`config.mk`:
```
export PLATFORM = sky130hd
export DESIGN_NAME = scaler_ctrl
export DESIGN_NICKNAME = d
export VERILOG_FILES = /design/src/rtl/scaler_ctrl_pkg.sv /design/src/rtl/scaler_route.sv /design/src/rtl/scaler_gate.sv /design/src/rtl/scaler_carry.sv /design/src/rtl/scaler_ctrl.sv
export SDC_FILE = /design/constraint.sdc
export NUM_CORES = 1
export LEC_CHECK = 0
export ABC_AREA = 0
export CAP_MARGIN = 10
export CORE_AREA = 2 2 39 41
export CTS_BUF_LIST = sky130_fd_sc_hd__clkbuf_4
export CTS_CLUSTER_SIZE = 30
export DETAILED_ROUTE_END_ITERATION = 8
export DIE_AREA = 0 0 41 43
export GPL_TIMING_DRIVEN = 0
export PLACE_DENSITY = 0.57
export REMOVE_ABC_BUFFERS = 1
export SLEW_MARGIN = 5
export SYNTH_ARGS = -nofsm -noshare
export SYNTH_HDL_FRONTEND = slang
export SYNTH_SLANG_ARGS = --single-unit
```
`constraint.sdc`:
```
create_clock -name clk -period 0.9 [get_ports clk]
set_input_delay 0.18 -clock clk [delete_from_list [all_inputs] [get_ports clk]]
set_output_delay 0.18 -clock clk [all_outputs]
set_load 0.01 [all_outputs]
```
`src/rtl/scaler_ctrl_pkg.sv`:
```
package scaler_ctrl_pkg;
  localparam int MODE_W = 2;

  typedef enum logic [MODE_W-1:0] {
    MODE_ALONE  = 2'd0,
    MODE_FOLLOW = 2'd1,
    MODE_LEAD   = 2'd2,
    MODE_SPARE  = 2'd3
  } route_mode_e;

  typedef struct packed {
    logic start;
    logic stop;
    logic reset;
  } cmd_t;
endpackage

```
`src/rtl/scaler_route.sv`:
```
module scaler_route
  import scaler_ctrl_pkg::*;
(
  input  logic [MODE_W-1:0] mode_sel,
  input  cmd_t              loc_cmd,
  input  cmd_t              ext_cmd,
  output cmd_t              sel_cmd,
  output cmd_t              lead_cmd
);
  route_mode_e mode;
  logic        use_ext;
  logic        is_lead;

  always_comb begin
    mode    = route_mode_e'(mode_sel);
    use_ext = 1'b0;
    is_lead = 1'b0;
    case (mode)
      MODE_FOLLOW: use_ext = 1'b1;
      MODE_LEAD:   is_lead = 1'b1;
      default:     use_ext = 1'b0;
    endcase
  end

  always_comb begin
    sel_cmd  = use_ext ? ext_cmd : loc_cmd;
    lead_cmd = is_lead ? loc_cmd : '0;
  end
endmodule

```
`src/rtl/scaler_gate.sv`:
```
module scaler_gate #(
  parameter int N_INH = 2
) (
  input  logic             clk,
  input  logic             rst_core_n,
  input  logic             start_cmd,
  input  logic             stop_cmd,
  input  logic [N_INH-1:0] inhibit,
  output logic             count_en
);
  logic run_q;
  logic run_d;
  logic run_ce;
  logic any_inh;

  always_comb begin
    run_ce = start_cmd | stop_cmd;
    run_d  = ~stop_cmd;
  end

  always_ff @(posedge clk or negedge rst_core_n) begin
    if (!rst_core_n)
      run_q <= 1'b0;
    else if (run_ce)
      run_q <= run_d;
  end

  always_comb begin
    any_inh  = |inhibit;
    count_en = run_q & ~any_inh;
  end
endmodule

```
`src/rtl/scaler_carry.sv`:
```
module scaler_carry (
  input  logic clk,
  input  logic rst_core_n,
  input  logic ovf_pulse,
  input  logic reset_cmd,
  input  logic rd_strobe,
  output logic carry_flag,
  output logic carry_bus_n
);
  logic flag_q;
  logic flag_d;
  logic flag_ce;
  logic clr_req;

  always_comb begin
    clr_req = reset_cmd & rd_strobe;
    flag_ce = ovf_pulse | clr_req;
    flag_d  = ovf_pulse;
  end

  always_ff @(posedge clk or negedge rst_core_n) begin
    if (!rst_core_n)
      flag_q <= 1'b0;
    else if (flag_ce)
      flag_q <= flag_d;
  end

  always_comb begin
    carry_flag  = flag_q;
    carry_bus_n = ~(flag_q & rd_strobe);
  end
endmodule

```
`src/rtl/scaler_ctrl.sv`:
```
module scaler_ctrl
  import scaler_ctrl_pkg::*;
#(
  parameter int N_INH = 2
) (
  input  logic             clk,
  input  logic             rst_n,
  input  logic [1:0]       mode_sel,
  input  logic             loc_start,
  input  logic             loc_stop,
  input  logic             loc_reset,
  input  logic             ext_start,
  input  logic             ext_stop,
  input  logic             ext_reset,
  input  logic [N_INH-1:0] inhibit,
  input  logic             ovf_pulse,
  input  logic             rd_strobe,
  output logic             count_en,
  output logic             ctr_clear,
  output logic             gate_lamp,
  output logic             carry_flag,
  output logic             carry_bus_n,
  output logic             lead_start,
  output logic             lead_stop,
  output logic             lead_reset
);
  localparam int SYNC_STAGES = 2;

  logic [SYNC_STAGES-1:0] rst_pipe;
  logic                   rst_core_n;
  cmd_t                   loc_cmd;
  cmd_t                   ext_cmd;
  cmd_t                   sel_cmd;
  cmd_t                   lead_cmd;

  always_ff @(posedge clk or negedge rst_n) begin
    if (!rst_n)
      rst_pipe <= '0;
    else
      rst_pipe <= {rst_pipe[SYNC_STAGES-2:0], 1'b1};
  end

  assign rst_core_n = rst_pipe[SYNC_STAGES-1];

  always_comb begin
    loc_cmd = '{start: loc_start, stop: loc_stop, reset: loc_reset};
    ext_cmd = '{start: ext_start, stop: ext_stop, reset: ext_reset};
  end

  scaler_route u_route (
    .mode_sel (mode_sel),
    .loc_cmd  (loc_cmd),
    .ext_cmd  (ext_cmd),
    .sel_cmd  (sel_cmd),
    .lead_cmd (lead_cmd)
  );

  scaler_gate #(.N_INH(N_INH)) u_gate (
    .clk        (clk),
    .rst_core_n (rst_core_n),
    .start_cmd  (sel_cmd.start),
    .stop_cmd   (sel_cmd.stop),
    .inhibit    (inhibit),
    .count_en   (count_en)
  );

  scaler_carry u_carry (
    .clk         (clk),
    .rst_core_n  (rst_core_n),
    .ovf_pulse   (ovf_pulse),
    .reset_cmd   (sel_cmd.reset),
    .rd_strobe   (rd_strobe),
    .carry_flag  (carry_flag),
    .carry_bus_n (carry_bus_n)
  );

  always_comb begin
    ctr_clear  = sel_cmd.reset;
    gate_lamp  = count_en;
    lead_start = lead_cmd.start;
    lead_stop  = lead_cmd.stop;
    lead_reset = lead_cmd.reset;
  end
endmodule

```
# Word level (Yosys, flattened, before mapping)
# Cells that the tools add are included.
[word_totals]
reg_bits = 4
inputBits = 14
out_inout_bits = 8
wordCells = 18
[classes]
eq_ne = 2
muxes = 4
n_bitwise = 8
n_reduce_logical = 1
[op_table]
columns = ["cell", "n"]
rows = [
  ["2-to-1 mux 3 bit", 2],
  ["bitwise AND 1 bit", 3],
  ["inverter 1 bit", 3],
  ["== test 2 x 1 -> 1 bit, second input constant", 1],
  ["== test 2 bit, second input constant", 1],
  ["2-to-1 mux 1 bit", 2],
  ["bitwise OR 1 bit", 2],
  ["OR reduction 2 bit", 1],
]

# Logic depth before layout (Yosys ltp)
# Gate-level depths: netlist (run 1).
[logic_depth]
word_depth = 5
ltp_mapped = 3
ltp_nobuf = 3

# Cells and area by module
# Synthesis (run 1) repeated with hierarchy kept, for this count alone.
[hier_totals]
hier_cells = 19
area_unflattened_um2 = 235.2
[modules_own_cells]
columns = ["mod", "instances", "cells_each", "area_per_inst_um2", "seq_area_each_um2"]
rows = [
  ["scaler_route", 1, 8, 86.3, 0.0],
  ["scaler_ctrl", 1, 4, 61.3, 50.0],
  ["scaler_gate", 1, 3, 47.5, 25.0],
  ["scaler_carry", 1, 4, 40.0, 25.0],
]

# Worst setup path before layout (run 1)
# OpenSTA, ideal clock, no wires.
[synth_path]
path_type = "register to output"
from = "register u_gate.run_q"
to = "output gate_lamp"
arrival_time_ns = 0.891
path_slack_ns = -0.171
path_stages_with_launch = 3
cell_sequence = "dfrtp_1 nor3b_1 buf_4"
[synth_via]
elab_chain_cells = 1
[synth_lines]
columns = ["element", "line_no", "text"]
rows = [
  ["start, declared", "scaler_gate.sv:11", "logic run_q;"],
  ["start signal, assigned", "scaler_gate.sv:25", "run_q <= run_d;"],
  ["bitwise AND 1 bit", "scaler_gate.sv:30", "count_en = run_q & ~any_inh;"],
  ["end, declared", "scaler_ctrl.sv:20", "output logic gate_lamp,"],
]
# No other way between the ends.

# Worst setup path in the final report (run 1)
# Same ends and word-level chain as after synthesis.

==> qor.txt, run 1 <==
arrival time at the worst endpoint = 880 ps
prevailing post-synth register cell = dfrtp_1
PD cells = 1220 nW/µm²
sequential share of the synthesized area = 45.2%
Hold Crit Class = flop to async pin
number of standard-cell rows in the floorplan = 14
number of enable-type register cells in the synthesized netlist = 0
nature of the critical path endpoint = output pin
R2R cell count = 2
Area contributors post-synth = dfrtp_1, and2_1, mux2_4
number of failing setup endpoints in the final timing report = 7
number of hold-slack violations in the final timing report = 0
minimum setup slack among reg-to-reg paths = 240 ps
GRT Resource Usage Total = 6.76%
setup clock skew after layout = 1.98 ps
area share of the largest cell type after synthesis = 45.2%
Max clock buf depth = 2
routability cong. = 0.530
DIE WIDTH = 41 µm
effective utilization at floorplan = 16.0%
H-tree levels = 1
Core ar. = 1380 µm²
number of synthesized register bits = 4
# Max-Cap Violations = 0
final number of max-transition violations = 0
first-pass GRT wire length = 717 µm
antenna violations before repair = 0
die height = 43 µm
top-level I/O count = 22
final setup slack of the worst path = -162 ps
Clock Tree Root = clkbuf_4
number of distinct library cells after synthesis = 15
Final Critical Period = 1060 ps
gate count of the mapped netlist = 20
vias per inst = 3.72
clock tree from TritonCTS = built
number of filler instances in the final layout = 165
clock latency at the later pin of the worst-skew pair = 230 ps
failing checks = negative setup slack
count of unresolved DRC violations after routing = 0
first-pass iteration count of the detailed router = 2
number of buffers inserted during clock tree synthesis = 3
cell leakage power = 0.232 nW
maximum clock frequency = 941 MHz
share of post-route cells with drive strength above 1 = 46.7%
sequential cell area = 100 µm²
via count of the first global-routing pass = 203
clock transition at the registers of the reported paths = 40 ps
Worst R2R End = u_carry.carry_flag
quantity of hold-fixing buffers added after cts = 0
port buffer count = 21
biggest fanout along the worst timing path = 2
share of flip-flops with an asynchronous set or reset after synthesis = 100%
final clock period utilization by the worst path = 118%
commonest non-fill, non-tap cell in the layout = dlygate4sd2_1
data required time at the worst endpoint = 720 ps
largest net degree at the start of global routing = 4
Avg Inst Size Synth = 11.1 µm²
area used by multi-input combinational logic = 118 µm²
Syn Std Cell Area = 221 µm²
startpoint type of the worst setup path = flop
detailed-route via count = 227
run status = finished, violations left
Placement Setup Slack = -919 ps
DRT Wirelength = 532 µm
detailed router's first-iteration violation count = 1
final core area utilization = 33.2%
final antenna-violating net count = 0
most frequent cells after synthesis = dfrtp_1, and2_1
most frequent cells in the layout = dlygate4sd2_1, buf_2, buf_6
diode insertion count for antenna repair = 0
most area-hungry cell type in the Yosys netlist = dfrtp_1
category of the most critical setup path = flop to output pin
HPWL after DPL = 440 µm
maximum VDD drop = 0.976 mV
residual overflow from global routing = 0
area enclosed by the die boundary = 1760 µm²
count of nets after finishing = 61
Clock Sinks = 4
routed len/inst = 8.72 µm
number of synthesis warnings = 0
library cell with the highest instance count after synthesis = dfrtp_1
Crit Reg-Reg Startpoint = u_carry.carry_flag
layout overhead on the synthesized area = 107%
setup repair after global routing missed its margin = true
-- layout make-up --
cell class	count	area share, %
Inverter	1	0.817
Sequential cell	4	21.8
Tap cell	16	4.36
Clock buffer	3	4.90
Timing Repair Buffer	23	42.5
Multi-Input combinational cell	14	25.6
-- through the flow --
| stage | power, mW | cells | instance area (µm²) | hold slack (ps) | TNS [ps] |
|---|---|---|---|---|---|
| global placement | 0.357 | 56 | 444 | 22.5 | -6410 |
| global route | 0.604 | 61 | 459 | 30.1 | -901 |
| CTS | 0.572 | 61 | 447 | 21.0 | -656 |
| finish | 0.560 | 61 | 459 | 17.1 | -577 |
| floorplan | 0.252 | 19 | 214 | -116 | -300 |
| detailed placement | 0.358 | 56 | 444 | 22.2 | -6470 |
-- power by group --
part | internal [mW] | switching, mW | total (mW)
sequential | 0.194 | 0.00678 | 0.201
clock | 0.149 | 0.0678 | 0.217
combinational | 0.0947 | 0.0478 | 0.143
-- critical path: stages (launching register included) --
cell	delay [ps]
dfrtp_1	330
nor3b_2	170
buf_2	160
-- worst max-delay path by stage --
stage	endpoint	cells after the start	from
6_report	gate_lamp	2	u_gate.run_q
5_1_grt	count_en	2	u_gate.run_q
4_1_cts	count_en	2	u_gate.run_q
3_5_place_dp	ctr_clear	4	mode_sel[0]
3_3_place_gp	ctr_clear	4	mode_sel[0]
2_1_floorplan	count_en	1	u_gate.run_q
-- sequential cells by signal, indices dropped and copies added, names as in the netlist --
name                count
rst_pipe                2
u_gate.run_q            1
u_carry.carry_flag      1
-- kinds of logic after synthesis --
logic type | Yosys count | share of synthesized area, %
flip-flops | 4 | 45.2
AND/OR/NAND/NOR | 8 | 25.4
buffers and inverters | 2 | 5.08
multiplexers | 3 | 16.4
other | 1 | 1.69
AO/OA/AOI/OAI | 2 | 6.22
-- routing by layer --
layer / GRT usage, % / share of wire (%) / vias to the layer above
met5: 0 / 0 / -
met4: 4.00 / 0 / 0
met3: 6.81 / 18 / 0
met2: 11.3 / 51 / 14
met1: 3.92 / 31 / 100
li1: - / - / 113
-- timing repair --
item / in CTS / in global routing
buffers inserted: 2 / 0
pin swaps: 4 / 0
gates resized for setup: 50 / 3
endpoints found under the setup margin: 10 / 9
Power figures use the tool's default switching activity.
==> inputs of run 2 (changes only) <==
==> constraint.sdc (replaced) <==
create_clock -name clk -period 0.9 [get_ports clk]
set_input_delay 0.18 -clock clk [delete_from_list [all_inputs] [get_ports clk]]
set_output_delay 0.18 -clock clk [all_outputs]
set_load 0.1 [all_outputs]
==> run 2 against run 1 <==
  * The flow still finishes with violations (negative setup slack)
  * Sequential share of layout area decreased by 4.3 points
  * Highest routed layer unchanged
  * Sequential power increased by 2%
  * First-iteration DRC count unchanged
  * Worst hold slack about the same
  * Maximum frequency decreased by 14%
  * Via count increased by 1.8%
==> qor.txt, run 2 (same netlist as run 1, synthesis figures left out) <==
run status = finished, violations left
failing checks = negative setup slack
quantity of hold-fixing buffers added after cts = 0 (unchanged)
GRT Resource Usage Total = 7.97% (+1.2 points)
detailed-route via count = 231 (+1.8%)
Clock Sinks = 4 (unchanged)
flip-flop count of the largest register, all copies and words added = 2 (unchanged)
switching share of power = 36.0% (+14 points)
count of nets after finishing = 61 (unchanged)
data required time at the worst endpoint = 720 ps (about the same)
arrival time at the worst endpoint = 1050 ps (+170 ps)
post-route cell area = 571 µm² (+24%)
clock share of power = 27.8% (-11 points)
clock transition at the registers of the reported paths = 40 ps (about the same)
maximum clock frequency = 812 MHz (-14%)
vias per inst = 3.79 (+1.8%)
detailed router's first-iteration violation count = 1 (unchanged)
area used by multi-input combinational logic = 131 µm² (+12%)
startpoint type of the worst setup path = flop
cell leakage power = 0.268 nW (+16%)
sequential cell area = 100 µm² (unchanged)
H-tree levels = 1 (unchanged)
residual overflow from global routing = 0 (unchanged)
final number of max-transition violations = 0 (unchanged)
first-pass iteration count of the detailed router = 2 (unchanged)
number of buffers inserted during clock tree synthesis = 3 (unchanged)
most frequent cells in the layout = dlygate4sd2_1, buf_12, buf_6
Most flops, register = rst_pipe
number of hold-slack violations in the final timing report = 0 (unchanged)
share of post-route cells with drive strength above 1 = 53.3% (+6.7 points)
routability cong. = 0.530 (unchanged)
clock tree from TritonCTS = built
maximum VDD drop = 1.02 mV (+4.2%)
area enclosed by the die boundary = 1760 µm² (unchanged)
setup clock skew after layout = 1.98 ps (-0.000100 ps)
first-pass GRT wire length = 855 µm (+19%)
number of standard-cell rows in the floorplan = 14 (unchanged)
# Max-Cap Violations = 0 (unchanged)
number of failing setup endpoints in the final timing report = 8 (+1)
antenna violations before repair = 0 (unchanged)
port buffer count = 21 (unchanged)
final setup slack of the worst path = -332 ps (-170 ps)
net switching power = 0.281 mW (+130%)
commonest non-fill, non-tap cell in the layout = dlygate4sd2_1
Hold Crit Class = flop to async pin
PD cells = 1370 nW/µm² (+12%)
Core ar. = 1380 µm² (unchanged)
diode insertion count for antenna repair = 0 (unchanged)
layout overhead on the synthesized area = 158%
Final Critical Period = 1230 ps (+170 ps)
biggest fanout along the worst timing path = 2 (unchanged)
worst hold-check slack = 17.1 ps (+0.000200 ps)
final clock period utilization by the worst path = 137% (+19 points)
DIE WIDTH = 41 µm (unchanged)
combinational cell fraction of total power = 46.0% (+21 points)
post-placement cell area = 444 µm² (unchanged)
Tot Pwr = 0.780 mW (+39%)
part of the total power dissipated in sequential elements = 26.2% (-9.7 points)
HPWL after DPL = 440 µm (unchanged)
count of unresolved DRC violations after routing = 0 (unchanged)
largest net degree at the start of global routing = 4 (unchanged)
effective utilization at floorplan = 16.0% (unchanged)
setup repair after global routing missed its margin = true
category of the most critical setup path = flop to output pin
internal power of the cells = 0.499 mW (+14%)
final antenna-violating net count = 0 (unchanged)
top-level I/O count = 22 (unchanged)
clock latency at the later pin of the worst-skew pair = 230 ps (about the same)
DRT Wirelength = 601 µm (+13%)
Max clock buf depth = 2 (unchanged)
die height = 43 µm (unchanged)
via count of the first global-routing pass = 226 (+11%)
nature of the critical path endpoint = output pin
Clock Tree Root = clkbuf_4
routed len/inst = 9.85 µm (+13%)
number of filler instances in the final layout = 145 (-12%)
-- run 2: cell counts in the layout (fill, tap and decap cells not counted) --
No cell type changed its count.
-- run 2: per-stage QoR --
step | util (%) | worst slack (ps) | setup TNS, ps | std cells
after detailed placement | 32.1 | -1430 | -11170 | 56
after global placement | 32.1 | -1420 | -11100 | 56
after CTS | 40.7 | -361 | -1490 | 61
after floorplan | - | -3860 | -10580 | 19
after global routing | 41.2 | -413 | -1760 | 61
final | 41.2 | -332 | -1470 | 61
-- run 2: layout make-up --
type | instances | share of cell area, %
repair buffers | 23 | 51.3
multi-input cells | 14 | 23.0
flip-flops and latches | 4 | 17.5
clock buffers | 3 | 3.95
well taps | 16 | 3.51
inverters | 1 | 0.658
-- run 2: path summary, 6_finish.rpt --
check                      slack (ps)          startpoint                  to  depth (start not counted)
max in group asynchronous         670               rst_n         rst_pipe[0]                          1
setup / recovery                 -330        u_gate.run_q            count_en                          2
hold / removal                     20         rst_pipe[1]  u_carry.carry_flag                          0
min in group clk                  310           rd_strobe  u_carry.carry_flag                          2
setup reg to reg                  180  u_carry.carry_flag  u_carry.carry_flag                          2
hold reg to reg                    20         rst_pipe[1]  u_carry.carry_flag                          0
-- run 2: repair_timing --
item / 4_1_cts / 5_1_grt
gates resized for setup: 93 / 2
pin swaps: 5 / 0
buffers inserted: 2 / 0
setup endpoints to repair: 10 / 9
gates cloned: 0 / 0
-- run 2: power groups by stage --
stage	sequential (mW)	clock, mW	combinational (mW)
after floorplan	0.232	0	0.162
after global placement	0.204	0	0.296
after detailed placement	0.204	0	0.297
after CTS	0.205	0.232	0.356
after global routing	0.206	0.248	0.371
final	0.205	0.217	0.359
-- run 2: worst max-delay path, stage by stage, from the launching register on --
cell and delay (ps):
dfrtp_1 340, nor3b_4 220, buf_6 250
-- run 2: layer usage --
| layer | up-vias | GRT usage [%] | routed length [µm] | part of all wire, % |
|---|---|---|---|---|
| met1 | 104 | 4.58 | 178 | 30 |
| met5 | - | 0 | 0 | 0 |
| met2 | 14 | 14.4 | 334 | 56 |
| li1 | 113 | - | - | - |
| met3 | 0 | 6.81 | 88 | 15 |
| met4 | 0 | 4.00 | 0 | 0 |
==> inputs of run 3 (changes only) <==
--- a/config.mk
+++ b/config.mk
@@ -7,11 +7,11 @@
 export LEC_CHECK = 0
 export ABC_AREA = 0
 export CAP_MARGIN = 10
-export CORE_AREA = 2 2 39 41
+export CORE_AREA = 4 4 41 43
 export CTS_BUF_LIST = sky130_fd_sc_hd__clkbuf_4
 export CTS_CLUSTER_SIZE = 30
 export DETAILED_ROUTE_END_ITERATION = 8
-export DIE_AREA = 0 0 41 43
+export DIE_AREA = 0 0 45 47
 export GPL_TIMING_DRIVEN = 0
 export PLACE_DENSITY = 0.57
 export REMOVE_ABC_BUFFERS = 1
==> run 3 against run 2 <==
  * The run still ends with negative setup slack left
  * Non-clock buffer count increased by 1
  * Sequential share of layout area decreased by 0.12 points
  * Setup slack got worse by 58 ps
  * Global-route usage increased by 0.20 points
  * Utilization increased by 3.5 points
  * Cell area increased by 2.0%
  * Count of clock-buffer cells in the layout unchanged
  * Register-to-register slack improved by 20 ps
  * Critical path depth increased by 1
  * Critical endpoint unchanged
  * Largest cell class unchanged
==> qor.txt, run 3 (same netlist as run 1, synthesis figures left out) <==
Clock Sinks = 4 (unchanged)
clock tree from TritonCTS = built
count of unresolved DRC violations after routing = 0 (unchanged)
routed len/inst = 10.7 µm (+8.2%)
DIE WIDTH = 45 µm (+9.8%)
crit-path max cell delay = 440 ps (+100 ps)
final core area utilization = 44.7% (+3.5 points)
placed cell count = 55 (-1.8%)
detailed-route via count = 232 (+0.43%)
worst hold-check slack = 18.9 ps (+1.86 ps)
die height = 47 µm (+9.3%)
vias per inst = 3.80 (+0.43%)
Hold Crit Class = flop to async pin
cell leakage power = 0.283 nW (+5.4%)
nature of the critical path endpoint = output pin
via count of the first global-routing pass = 293 (+30%)
number of filler instances in the final layout = 134 (-7.6%)
detailed router's first-iteration violation count = 0 (-1)
flip-flop count of the largest register, all copies and words added = 2 (unchanged)
final clock period utilization by the worst path = 143% (+6.5 points)
CP bufs+invs = 2 (+1)
DRT Wirelength = 650 µm (+8.2%)
diode insertion count for antenna repair = 0 (unchanged)
area enclosed by the die boundary = 2120 µm² (+20%)
PD cells = 1350 nW/µm² (-0.93%)
port buffer count = 21 (unchanged)
Tot Pwr = 0.788 mW (+1.0%)
post-route cell area = 582 µm² (+2.0%)
startpoint type of the worst setup path = input pin
final setup slack of the worst path = -390 ps (-58.4 ps)
final number of max-transition violations = 0 (unchanged)
number of buffers inserted during clock tree synthesis = 3 (unchanged)
cell with the biggest individual delay on the critical path = clkdlybuf4s50_1
share of post-route cells with drive strength above 1 = 56.5% (+3.2 points)
biggest fanout along the worst timing path = 2 (unchanged)
setup repair after global routing missed its margin = true
GRT Resource Usage Total = 8.17% (+0.20 points)
quantity of hold-fixing buffers added after cts = 0 (unchanged)
first-pass GRT wire length = 1190 µm (+40%)
number of standard-cell rows in the floorplan = 13 (-1)
Final Critical Period = 1290 ps (+58.4 ps)
top-level I/O count = 22 (unchanged)
residual overflow from global routing = 0 (unchanged)
number of failing setup endpoints in the final timing report = 9 (+1)
Most flops, register = rst_pipe
setup clock skew after layout = 0.546 ps (-1.44 ps)
# Max-Cap Violations = 0 (unchanged)
failing checks = negative setup slack
category of the most critical setup path = input pin to output pin
effective utilization at floorplan = 17.0% (+1.0 points)
count of nets after finishing = 62 (+1.6%)
routability cong. = 0.582 (+9.8%)
data required time at the worst endpoint = 720 ps (about the same)
maximum VDD drop = 1.05 mV (+3.2%)
Core ar. = 1300 µm² (-6.0%)
first-pass iteration count of the detailed router = 1 (-1)
layout overhead on the synthesized area = 163%
arrival time at the worst endpoint = 1110 ps (+60 ps)
post-placement cell area = 443 µm² (-0.28%)
Sum Neg Setup Slack = -1620 ps (-155 ps)
clock latency at the later pin of the worst-skew pair = 230 ps (about the same)
antenna violations before repair = 0 (unchanged)
cell family with the largest share of critical-path delay = buffers and inverters
most frequent cells in the layout = buf_6, dlygate4sd2_1, buf_12
H-tree levels = 1 (unchanged)
Placement Setup Slack = -1430 ps (-1.91 ps)
number of hold-slack violations in the final timing report = 0 (unchanged)
clock transition at the registers of the reported paths = 40 ps (about the same)
Critical Path, Cell by Cell = clkdlybuf4s50_1, nor3b_4, buf_6
count of placed standard cells in the final layout, fillers left out = 61 (unchanged)
run status = finished, violations left
final antenna-violating net count = 0 (unchanged)
largest net degree at the start of global routing = 4 (unchanged)
Clock Tree Root = clkbuf_4
Max clock buf depth = 2 (unchanged)
maximum clock frequency = 775 MHz (-4.5%)
run 3: final timing paths:
path                                    startpoint            endpoint  slack (ps)  depth (start not counted)
worst min-delay path                   rst_pipe[1]        u_gate.run_q          20                          0
worst max register to register  u_carry.carry_flag  u_carry.carry_flag         200                          2
worst min register to register         rst_pipe[1]        u_gate.run_q          20                          0
worst max-delay path                    inhibit[1]            count_en        -390                          3
max in group asynchronous                    rst_n         rst_pipe[1]         670                          1
min in group clk                         rd_strobe  u_carry.carry_flag         300                          2
run 3: power breakdown:
group          internal (mW)  switching (mW)
logic                  0.162           0.205
registers              0.195          0.0117
clock network          0.149          0.0659
total                  0.506           0.283
run 3: worst register-to-register path: stages (launching register included):
cell	delay (ps)
dfrtp_2	430
nor2_1	110
a31oi_1	40
run 3: what timing repair did:
| item | 4_1_cts | 5_1_grt |
|---|---|---|
| pin swaps | 5 | 0 |
| resized for setup | 92 | 4 |
| setup buffers | 2 | 1 |
| setup endpoints to repair | 10 | 9 |
run 3: final cells by class:
class                   instances  area [µm²]  area share [%]
clock buffers                   3        22.5            3.87
well taps                      15        18.8            3.23
repair buffers                 24         300            51.6
multi-input cells              14         135            23.2
flip-flops and latches          4         101            17.4
inverters                       1        3.75           0.645
run 3: routing by layer:
layer	wire length, µm	track usage (%)
met1	248	8.97
met2	329	13.8
met5	0	0
met3	72	4.60
met4	0	1.75
